### src/rtl/cic_pkg.sv
package cic_pkg;
    localparam int CIC_ORDER = 5;

    typedef enum logic {
        ST_HALT = 1'b0,
        ST_RUN  = 1'b1
    } cic_state_e;
endpackage

### src/rtl/cic_integ.sv
module cic_integ #(
    parameter int N = 5,
    parameter int W = 31
) (
    input  logic                clk,
    input  logic                rst_n,
    input  logic                clr,
    input  logic                en,
    input  logic                bit_in,
    output logic signed [W-1:0] sum_out
);
    logic signed [W-1:0] acc_q [N];
    logic signed [W-1:0] nxt   [N];
    logic signed [W-1:0] step;
    logic signed [W-1:0] run;

    // bit 1 maps to +1, bit 0 maps to -1
    assign step = bit_in ? {{(W-1){1'b0}}, 1'b1} : {W{1'b1}};

    always_comb begin
        run = step;
        for (int k = 0; k < N; k++) begin
            run    = acc_q[k] + run;
            nxt[k] = run;
        end
    end

    always_ff @(posedge clk or negedge rst_n) begin
        if (!rst_n) begin
            for (int k = 0; k < N; k++) acc_q[k] <= '0;
        end else if (clr) begin
            for (int k = 0; k < N; k++) acc_q[k] <= '0;
        end else if (en) begin
            for (int k = 0; k < N; k++) acc_q[k] <= nxt[k];
        end
    end

    assign sum_out = nxt[N-1];

    AST_CLR_EMPTIES: assert property (@(posedge clk) disable iff (!rst_n)
        $past(clr) |-> (acc_q[0] == '0));
endmodule

### src/rtl/cic_comb.sv
module cic_comb #(
    parameter int N = 5,
    parameter int W = 31
) (
    input  logic                clk,
    input  logic                rst_n,
    input  logic                clr,
    input  logic                en,
    input  logic signed [W-1:0] x_in,
    output logic signed [W-1:0] y_out
);
    logic signed [W-1:0] dly_q [N];
    logic signed [W-1:0] dif   [N];
    logic signed [W-1:0] run;

    always_comb begin
        run = x_in;
        for (int k = 0; k < N; k++) begin
            dif[k] = run - dly_q[k];
            run    = dif[k];
        end
    end

    always_ff @(posedge clk or negedge rst_n) begin
        if (!rst_n) begin
            for (int k = 0; k < N; k++) dly_q[k] <= '0;
        end else if (clr) begin
            for (int k = 0; k < N; k++) dly_q[k] <= '0;
        end else if (en) begin
            dly_q[0] <= x_in;
            for (int k = 1; k < N; k++) dly_q[k] <= dif[k-1];
        end
    end

    assign y_out = dif[N-1];
endmodule

### src/rtl/cic_scale.sv
module cic_scale #(
    parameter int IN_W   = 31,
    parameter int OUT_W  = 22,
    parameter int SH_W   = 5,
    parameter int SH_OFF = 8
) (
    input  logic signed [IN_W-1:0]  x_in,
    input  logic        [SH_W-1:0]  code,
    output logic signed [OUT_W-1:0] y_out
);
    localparam int WIDE = IN_W + SH_OFF;

    logic signed [WIDE-1:0] ext;
    logic signed [WIDE-1:0] shd;
    logic        [SH_W-1:0] amt;
    logic                   fits;

    always_comb begin
        ext = {{SH_OFF{x_in[IN_W-1]}}, x_in};
        if (code >= SH_W'(SH_OFF)) begin
            amt = code - SH_W'(SH_OFF);
            shd = ext >>> amt;
        end else begin
            amt = SH_W'(SH_OFF) - code;
            shd = ext <<< amt;
        end
        fits = (&shd[WIDE-1:OUT_W-1]) | ~(|shd[WIDE-1:OUT_W-1]);
        if (fits) begin
            y_out = shd[OUT_W-1:0];
        end else if (shd[WIDE-1]) begin
            y_out = {1'b1, {(OUT_W-1){1'b0}}};
        end else begin
            y_out = {1'b0, {(OUT_W-1){1'b1}}};
        end
    end
endmodule

### src/rtl/cic5_decim.sv
module cic5_decim
    import cic_pkg::*;
#(
    parameter int M_MIN  = 2,
    parameter int M_MAX  = 32,
    parameter int OUT_W  = 22,
    parameter int SH_W   = 5,
    parameter int SH_OFF = 8
) (
    input  logic                     clk,
    input  logic                     rst_n,
    input  logic                     soft_rst,
    input  logic                     mute,
    input  logic                     start_a,
    input  logic                     start_b,
    input  logic                     stereo,
    input  logic [$clog2(M_MAX)-1:0] comb_cnt,
    input  logic [SH_W-1:0]          shift_code,
    input  logic                     pdm_valid,
    input  logic                     pdm_a,
    input  logic                     pdm_b,
    output logic                     out_valid,
    output logic [OUT_W-1:0]         out_a,
    output logic [OUT_W-1:0]         out_b
);
    localparam int CNT_W = $clog2(M_MAX);
    localparam int ACC_W = CIC_ORDER * $clog2(M_MAX + 1) + 1;
    localparam int NCH   = 2;

    cic_state_e state_q, state_d;

    logic [CNT_W-1:0] mcnt_q;
    logic [CNT_W-1:0] cnt_q;
    logic [SH_W-1:0]  code_q;
    logic             stereo_q;
    int               m_req;
    logic             cfg_ok;
    logic             run_go;
    logic             acc_en;
    logic             tick;
    logic             b_act;
    logic [NCH-1:0]   pdm_bits;
    logic [NCH-1:0]   clr_v;
    logic signed [OUT_W-1:0] scaled [NCH];

    always_comb begin
        m_req  = int'(comb_cnt) + 1;
        cfg_ok = (m_req >= M_MIN) && (m_req <= M_MAX);
    end

    assign run_go   = (state_q == ST_RUN) && !soft_rst && start_a;
    assign acc_en   = run_go && pdm_valid;
    assign tick     = acc_en && (cnt_q == mcnt_q);
    assign b_act    = stereo_q && start_b;
    assign pdm_bits = {pdm_b, pdm_a};
    assign clr_v    = {(!run_go || !b_act), !run_go};

    // next-state logic
    always_comb begin
        state_d = state_q;
        unique case (state_q)
            ST_HALT: if (!soft_rst && start_a && cfg_ok) state_d = ST_RUN;
            ST_RUN:  if (soft_rst || !start_a)           state_d = ST_HALT;
            default: state_d = ST_HALT;
        endcase
    end

    // state register, captured configuration and decimation counter
    always_ff @(posedge clk or negedge rst_n) begin
        if (!rst_n) begin
            state_q  <= ST_HALT;
            mcnt_q   <= '0;
            code_q   <= '0;
            stereo_q <= 1'b0;
            cnt_q    <= '0;
        end else begin
            state_q <= state_d;
            if (state_q == ST_HALT && state_d == ST_RUN) begin
                mcnt_q   <= comb_cnt;
                code_q   <= shift_code;
                stereo_q <= stereo;
            end
            if (!run_go) begin
                cnt_q <= '0;
            end else if (pdm_valid) begin
                cnt_q <= tick ? '0 : cnt_q + 1'b1;
            end
        end
    end

    for (genvar ch = 0; ch < NCH; ch++) begin : g_ch
        logic signed [ACC_W-1:0] integ_y;
        logic signed [ACC_W-1:0] comb_y;

        cic_integ #(.N(CIC_ORDER), .W(ACC_W)) i_integ (
            .clk     (clk),
            .rst_n   (rst_n),
            .clr     (clr_v[ch]),
            .en      (acc_en),
            .bit_in  (pdm_bits[ch]),
            .sum_out (integ_y)
        );

        cic_comb #(.N(CIC_ORDER), .W(ACC_W)) i_comb (
            .clk   (clk),
            .rst_n (rst_n),
            .clr   (clr_v[ch]),
            .en    (tick),
            .x_in  (integ_y),
            .y_out (comb_y)
        );

        cic_scale #(.IN_W(ACC_W), .OUT_W(OUT_W), .SH_W(SH_W), .SH_OFF(SH_OFF)) i_scale (
            .x_in  (comb_y),
            .code  (code_q),
            .y_out (scaled[ch])
        );
    end

    // output register
    always_ff @(posedge clk or negedge rst_n) begin
        if (!rst_n) begin
            out_valid <= 1'b0;
            out_a     <= '0;
            out_b     <= '0;
        end else if (!run_go) begin
            out_valid <= 1'b0;
            out_a     <= '0;
            out_b     <= '0;
        end else begin
            out_valid <= tick;
            if (tick) begin
                out_a <= mute ? '0 : scaled[0];
                out_b <= (mute || !b_act) ? '0 : scaled[1];
            end
        end
    end

    AST_VALID_NEEDS_INPUT: assert property (@(posedge clk) disable iff (!rst_n)
        out_valid |-> $past(pdm_valid));
    AST_CNT_BOUND: assert property (@(posedge clk) disable iff (!rst_n)
        cnt_q <= mcnt_q);
    AST_MUTE_ZEROES: assert property (@(posedge clk) disable iff (!rst_n)
        ($past(mute) && out_valid) |-> (out_a == '0 && out_b == '0));
    AST_MONO_B_QUIET: assert property (@(posedge clk) disable iff (!rst_n)
        (state_q == ST_RUN && !stereo_q) |-> (out_b == '0));
    AST_SRST_BLOCKS: assert property (@(posedge clk) disable iff (!rst_n)
        $past(soft_rst) |-> !out_valid);
    AST_BAD_M_HALTS: assert property (@(posedge clk) disable iff (!rst_n)
        (state_q == ST_HALT && !cfg_ok) |=> (state_q == ST_HALT));
endmodule

### config.mk
export PLATFORM = sky130hd
export DESIGN_NAME = cic5_decim
export DESIGN_NICKNAME = d
export VERILOG_FILES = /design/src/rtl/cic_pkg.sv /design/src/rtl/cic_integ.sv /design/src/rtl/cic_comb.sv /design/src/rtl/cic_scale.sv /design/src/rtl/cic5_decim.sv
export SDC_FILE = /design/constraint.sdc
export NUM_CORES = 2
export LEC_CHECK = 0
export BUFFER_PORTS_ARGS = -buffer_cell sky130_fd_sc_hd__buf_4
export CAP_MARGIN = 20
export CELL_PAD_IN_SITES_DETAIL_PLACEMENT = 1
export CELL_PAD_IN_SITES_GLOBAL_PLACEMENT = 2
export CORE_ASPECT_RATIO = 0.9
export CORE_MARGIN = 2
export CORE_UTILIZATION = 27
export DETAILED_ROUTE_END_ITERATION = 12
export GPL_ROUTABILITY_DRIVEN = 1
export PLACE_DENSITY = 0.67
export SLEW_MARGIN = 20
export SYNTH_ARGS = -nofsm -noshare
export SYNTH_HDL_FRONTEND = slang
export SYNTH_HIERARCHICAL = 1
export SYNTH_SLANG_ARGS = --single-unit
export TNS_END_PERCENT = 100
### constraint.sdc
create_clock -name clk -period 18 [get_ports clk]
set_input_delay 0.9 -clock clk [delete_from_list [all_inputs] [get_ports clk]]
set_output_delay 0.9 -clock clk [all_outputs]
set_load 0.1 [all_outputs]
# Yosys cells after proc, flatten, opt, wreduce, memory -nomap -nowiden
# Index checks and enable logic that the tools add are counted.
[totals]
ff_bits = 682
out_inout_bits = 45
elab_cells = 119
[classes]
addsub = 24
order_cmp = 3
eq_ne = 4
n_shift = 4
muxes = 29
n_bitwise = 5
reduce_logical = 22
[op_table]
columns = ["cell", "count"]
rows = [
  ["155-bit 2-to-1 mux", 8],
  ["31-bit adder", 10],
  ["31-bit subtractor", 10],
  ["22-bit 2-to-1 mux", 10],
  ["39-bit 2-to-1 mux", 2],
  ["31-bit by 5-bit <<< shifter with 39-bit output", 2],
  ["31-bit by 5-bit >>> shifter with 39-bit output", 2],
  ["31-bit 2-to-1 mux", 2],
  ["18-bit AND reduction", 2],
  ["18-bit OR reduction", 2],
  ["5-bit 2-to-1 mux", 3],
  ["1-bit logical AND", 9],
  ["5-bit by 1-bit adder with 6-bit output (second input constant)", 1],
  ["6-bit by 2-bit greater-or-equal comparator with 1-bit output (second input constant)", 1],
  ["6-bit <= comparator (second input constant)", 1],
  ["5-bit by 1-bit adder with 5-bit output (second input constant)", 1],
  ["5-bit equality test", 1],
  ["5-bit by 4-bit greater-or-equal comparator with 1-bit output (second input constant)", 1],
  ["4-bit by 5-bit subtractor with 5-bit output (first input constant)", 1],
  ["5-bit by 4-bit subtractor with 5-bit output (second input constant)", 1],
  ["1-bit logical NOT", 4],
  ["2-bit by 1-bit inequality test with 1-bit output (second input constant)", 2],
  ["2-bit nonzero test", 2],
  ["1-bit logical OR", 3],
  ["5 further kinds", 10],
]

# Longest topological paths before layout
[logic_depth]
ltp_word = 20
ltp_mapped = 88
mapped_depth_nobuf = 85

# Cells and area by module
# The synthesis kept the hierarchy.
[modules_own_cells]
columns = ["mod", "n_inst", "cells_per_inst", "area_per_inst_um2", "seq_area_each_um2"]
rows = [
  ["cic_comb at g_ch[0].i_comb", 1, 1718, 14156.1, 3878.7],
  ["cic_integ at g_ch[0].i_integ", 1, 1533, 13675.6, 3878.7],
  ["cic_comb at g_ch[1].i_comb", 1, 1600, 13639.3, 3878.7],
  ["cic_integ at g_ch[1].i_integ", 1, 1509, 13511.7, 3878.7],
  ["cic_scale", 2, 632, 4556.9, 0.0],
  ["cic5_decim", 1, 181, 2512.4, 1551.5],
]

# Least setup slack after synthesis
# No wires, ideal clock.
[synth_timing]
kind = "input port to flip-flop"
startpoint = "input port pdm_a"
endpoint = "register out_a[16]"
setup_time_ps = 122
arrival_ps = 16626
setup_slack_ps = 1253
stages = 82
path_buffers = 3
cell_sequence = "inv_1 > ha_1 > a21o_1 > a21oi_1 > o21bai_1 > a21oi_1 > xnor2_1 > ha_1 > o21a_1 > o21ai_0 > nand2b_1 > nand2_1 > inv_1 > a21o_1 > a21oi_1 > xnor2_1 > ha_1 > and2_2 > (+46 left out) > xor2_1 > ha_1 > and3_1 > a211o_1 > a21oi_1 > xnor2_1 > clkbuf_1 > clkinv_1 > o21ai_0 > mux4_2 > a221o_1 > nor3_2 > nand3_1 > or4_4 > o41ai_4 > buf_6 > a21oi_2 > a22o_1"
[synth_lines]
columns = ["element", "line_no", "text"]
rows = [
  ["start, declared", "cic5_decim.sv:20", "input logic pdm_a,"],
  ["end signal, assigned", "cic5_decim.sv:133", "out_a <= mute ? '0 : scaled[0];"],
  ["end, declared", "cic5_decim.sv:23", "output logic [OUT_W-1:0] out_a,"],
]

==> results.cfg <==
[detailed_routing]
vias = 57700
ant_nets = 0
dr.pass1.iters = 6
drt_iter0_markers = 3102
wl_mm = 211
drc = 0
vias_per_cell = 5.14
routedWlPerCell_um = 18.8

[worst_setup_path]
crit_path_start = pdm_a
cp.required_ps = 18630
worstSetupEndpointType = register
arrival_ps = 17880
cp_max_fo = 11
reg2reg_from = g_ch[0].i_integ/acc_q[125]
worst_setup_path_start_kind = primary input
worst-setup-path-type = primary input to register
ff2ff_setup_slack_ps = 890
max_stage_delay_ps = 530
slowest_stage = mux4_2
rr_worst_depth = 78
timing.rr.end = out_a[17]

[timing]
max_slew_margin_pct = 28.3
worstMarginPinSlew_ps = 1080
fin_crit_ps = 17250
fmax_ghz = 0.0580
fin_tns_setup_ps = 0
final_hold_viol_count = 0
setup_viol = 0
post-route-period-util_pct = 95.8
maxSlewViolCount = 0
fin_worst_skew_ps = 47.3

[placed_design]
port_buffers = 64
dpl_cell_area_um2 = 71800
dpl.hpwl_mm = 159
gp_congestion = 0.885

[global_routing]
grt.total_usage_pct = 16.6
grt_pass1_vias = 59300
antenna_found_initial = 2
grt_pass1_wl_mm = 342
grt_max_degree = 145
grt_overflow = 0

[clocking]
cts_sinks = 682
htree_levels = 3
clock-root-buffer = clkbuf_16
cts_buffers = 93
clkLatencyLatePin_ps = 730
clock_path_buffers = 3
clkTransAtPathRegs_ps = 60
cts_tree = done

[final_layout]
final_area_um2 = 76100
n_fill_cell = 28500
drive_above_1_share_pct = 12.2
mostFrequentLayoutCells = nor2_1, dfrtp_1, ha_1
layout_commonest_cell = nor2_1
fin_nets = 8588
syn2layout_area_growth_pct = 14.2

[logic_synthesis]
avgSynthCellArea_um2 = 8.53
synth_edf_count = 0
synth_top_area_cell = dfrtp_1
yosysUniqueCellTypes = 128
synth_top_area_share_pct = 25.6
yosys_warnings = 6
synthTopCellsByArea = dfrtp_1, ha_1, mux2i_1
seq_area_frac_synth_pct = 25.6
syn_area_um2 = 66600
synth-main-ff-cell = dfrtp_1
syn_nets = 8470
syn_inst = 7805
ys_seq_elements = 682
synthArstFlopShare_pct = 100

[worst_hold_path]
min_path_type = primary input to async pin

[power]
pwr_density_cell_nw_per_um2 = 210
vdd_drop_max_mv = 0.209
p_leak_nw = 31.9
p_total_mw = 16.0

[floorplanning]
core_um2 = 245000
initial_core_util_pct = 27.2
die_h_um = 475
die-area_um2 = 251000
die_x_um = 528
ios = 65
rows = 172

[run]
max_cap_violations = 0

[run_status]
status = finished, final reports clean
-- logic make-up after synthesis --
family,synth area share [%]
AO/OA/AOI/OAI,21.4
XOR/XNOR,7.49
adder cells (fa/ha/maj),12.3
buffers and inverters,5.12
flip-flops,25.6
multiplexers,12.5
AND/OR/NAND/NOR,15.5
-- routing by layer --
layer,global-route usage (%),vias to the layer above,wire (um)
met1,25.4,28500,112000
met3,1.62,153,5910
met5,0,-,0
met4,3.13,0,3510
li1,-,28400,-
met2,24.9,630,89800
-- registers in the layout (all words and copies together) (netlist names) --
signal	flops
cnt_q	5
code_q	5
state_q	1
stereo_q	1
out_valid	1
g_ch.i_comb/dly_q	310
out_a	22
out_b	22
g_ch.i_integ/acc_q	310
mcnt_q	5
-- final cells by class --
class / instances / area (um^2) / share of cell area (%)
Antenna cell: 1 / 2.50 / 0.00329
Clock buffer: 140 / 2780 / 3.66
Clock inverter: 32 / 415 / 0.546
Inverter: 524 / 1990 / 2.61
Multi-Input combinational cell: 6276 / 47100 / 61.8
Sequential cell: 682 / 17100 / 22.4
Tap cell: 3219 / 4030 / 5.29
Timing Repair Buffer: 346 / 2730 / 3.59
-- through the flow --
step | instances | utilization, % | worst slack (ps) | hold slack [ps]
after global placement | 11000 | 29.3 | -289 | 489
final | 11200 | 31.1 | 748 | 187
after global routing | 11200 | 31.1 | -235 | 181
after floorplan | 7805 | - | 1250 | 466
after detailed placement | 11000 | 29.3 | -834 | 489
after CTS | 11200 | 30.6 | 29.7 | 133
-- critical path, delay by kind of cell --
kind                     cells  cell delay, ps
AO/OA/AOI/OAI               38            7050
XOR/XNOR                     7            1150
adder cells (fa/ha/maj)     10            3280
buffers and inverters        7             980
multiplexers                 2             840
AND/OR/NAND/NOR             16            3640
-- synthesized netlist by cell type, drive strengths merged, types with 18 or more instances --
master / count
mux4: 52
or4: 19
nand2: 399
o2111ai: 21
o21a: 121
a211oi: 90
nor3: 136
o31ai: 42
xnor2: 390
o31a: 20
clkbuf: 182
a21oi: 608
and2: 54
o21bai: 68
o22ai: 36
o21ai: 356
inv: 520
a21boi: 31
nor2b: 111
mux2i: 595
o211ai: 68
a221oi: 23
nand4: 64
a221o: 18
nand3b: 23
buf: 140
a21o: 277
mux2: 102
a31oi: 70
dfrtp: 682
fa: 20
a22o: 66
nand2b: 96
a22oi: 20
o221ai: 20
nor2: 948
nor4: 29
and3: 65
or3: 39
xor2: 164
ha: 625
nand3: 156
-- what timing repair did --
item / 4_1_cts / 5_1_grt
pin swaps: 0 / 49
hold endpoints to repair: 0 / 0
endpoints found under the setup margin: 21 / 42
hold buffers: 0 / 0
gates resized for setup: 2 / 187
buffers inserted: 0 / 31
cloned: 0 / 1
-- where the power goes --
part           leakage, nW  total (mW)  internal, mW  switching (mW)
sequential            9.50        1.55          1.54         0.00939
combinational         20.8        12.4          4.76            7.67
clock                 1.57        1.97          1.17           0.804
-- how the worst max path moves through the flow --
stage	endpoint	cells after the start
detailed placement	out_a[17]	78
global placement	out_a[17]	81
floorplan	out_a[16]	82
finish	out_a[17]	80
global route	out_a[17]	80
CTS	out_a[17]	79
Power figures use the tool's default switching activity.
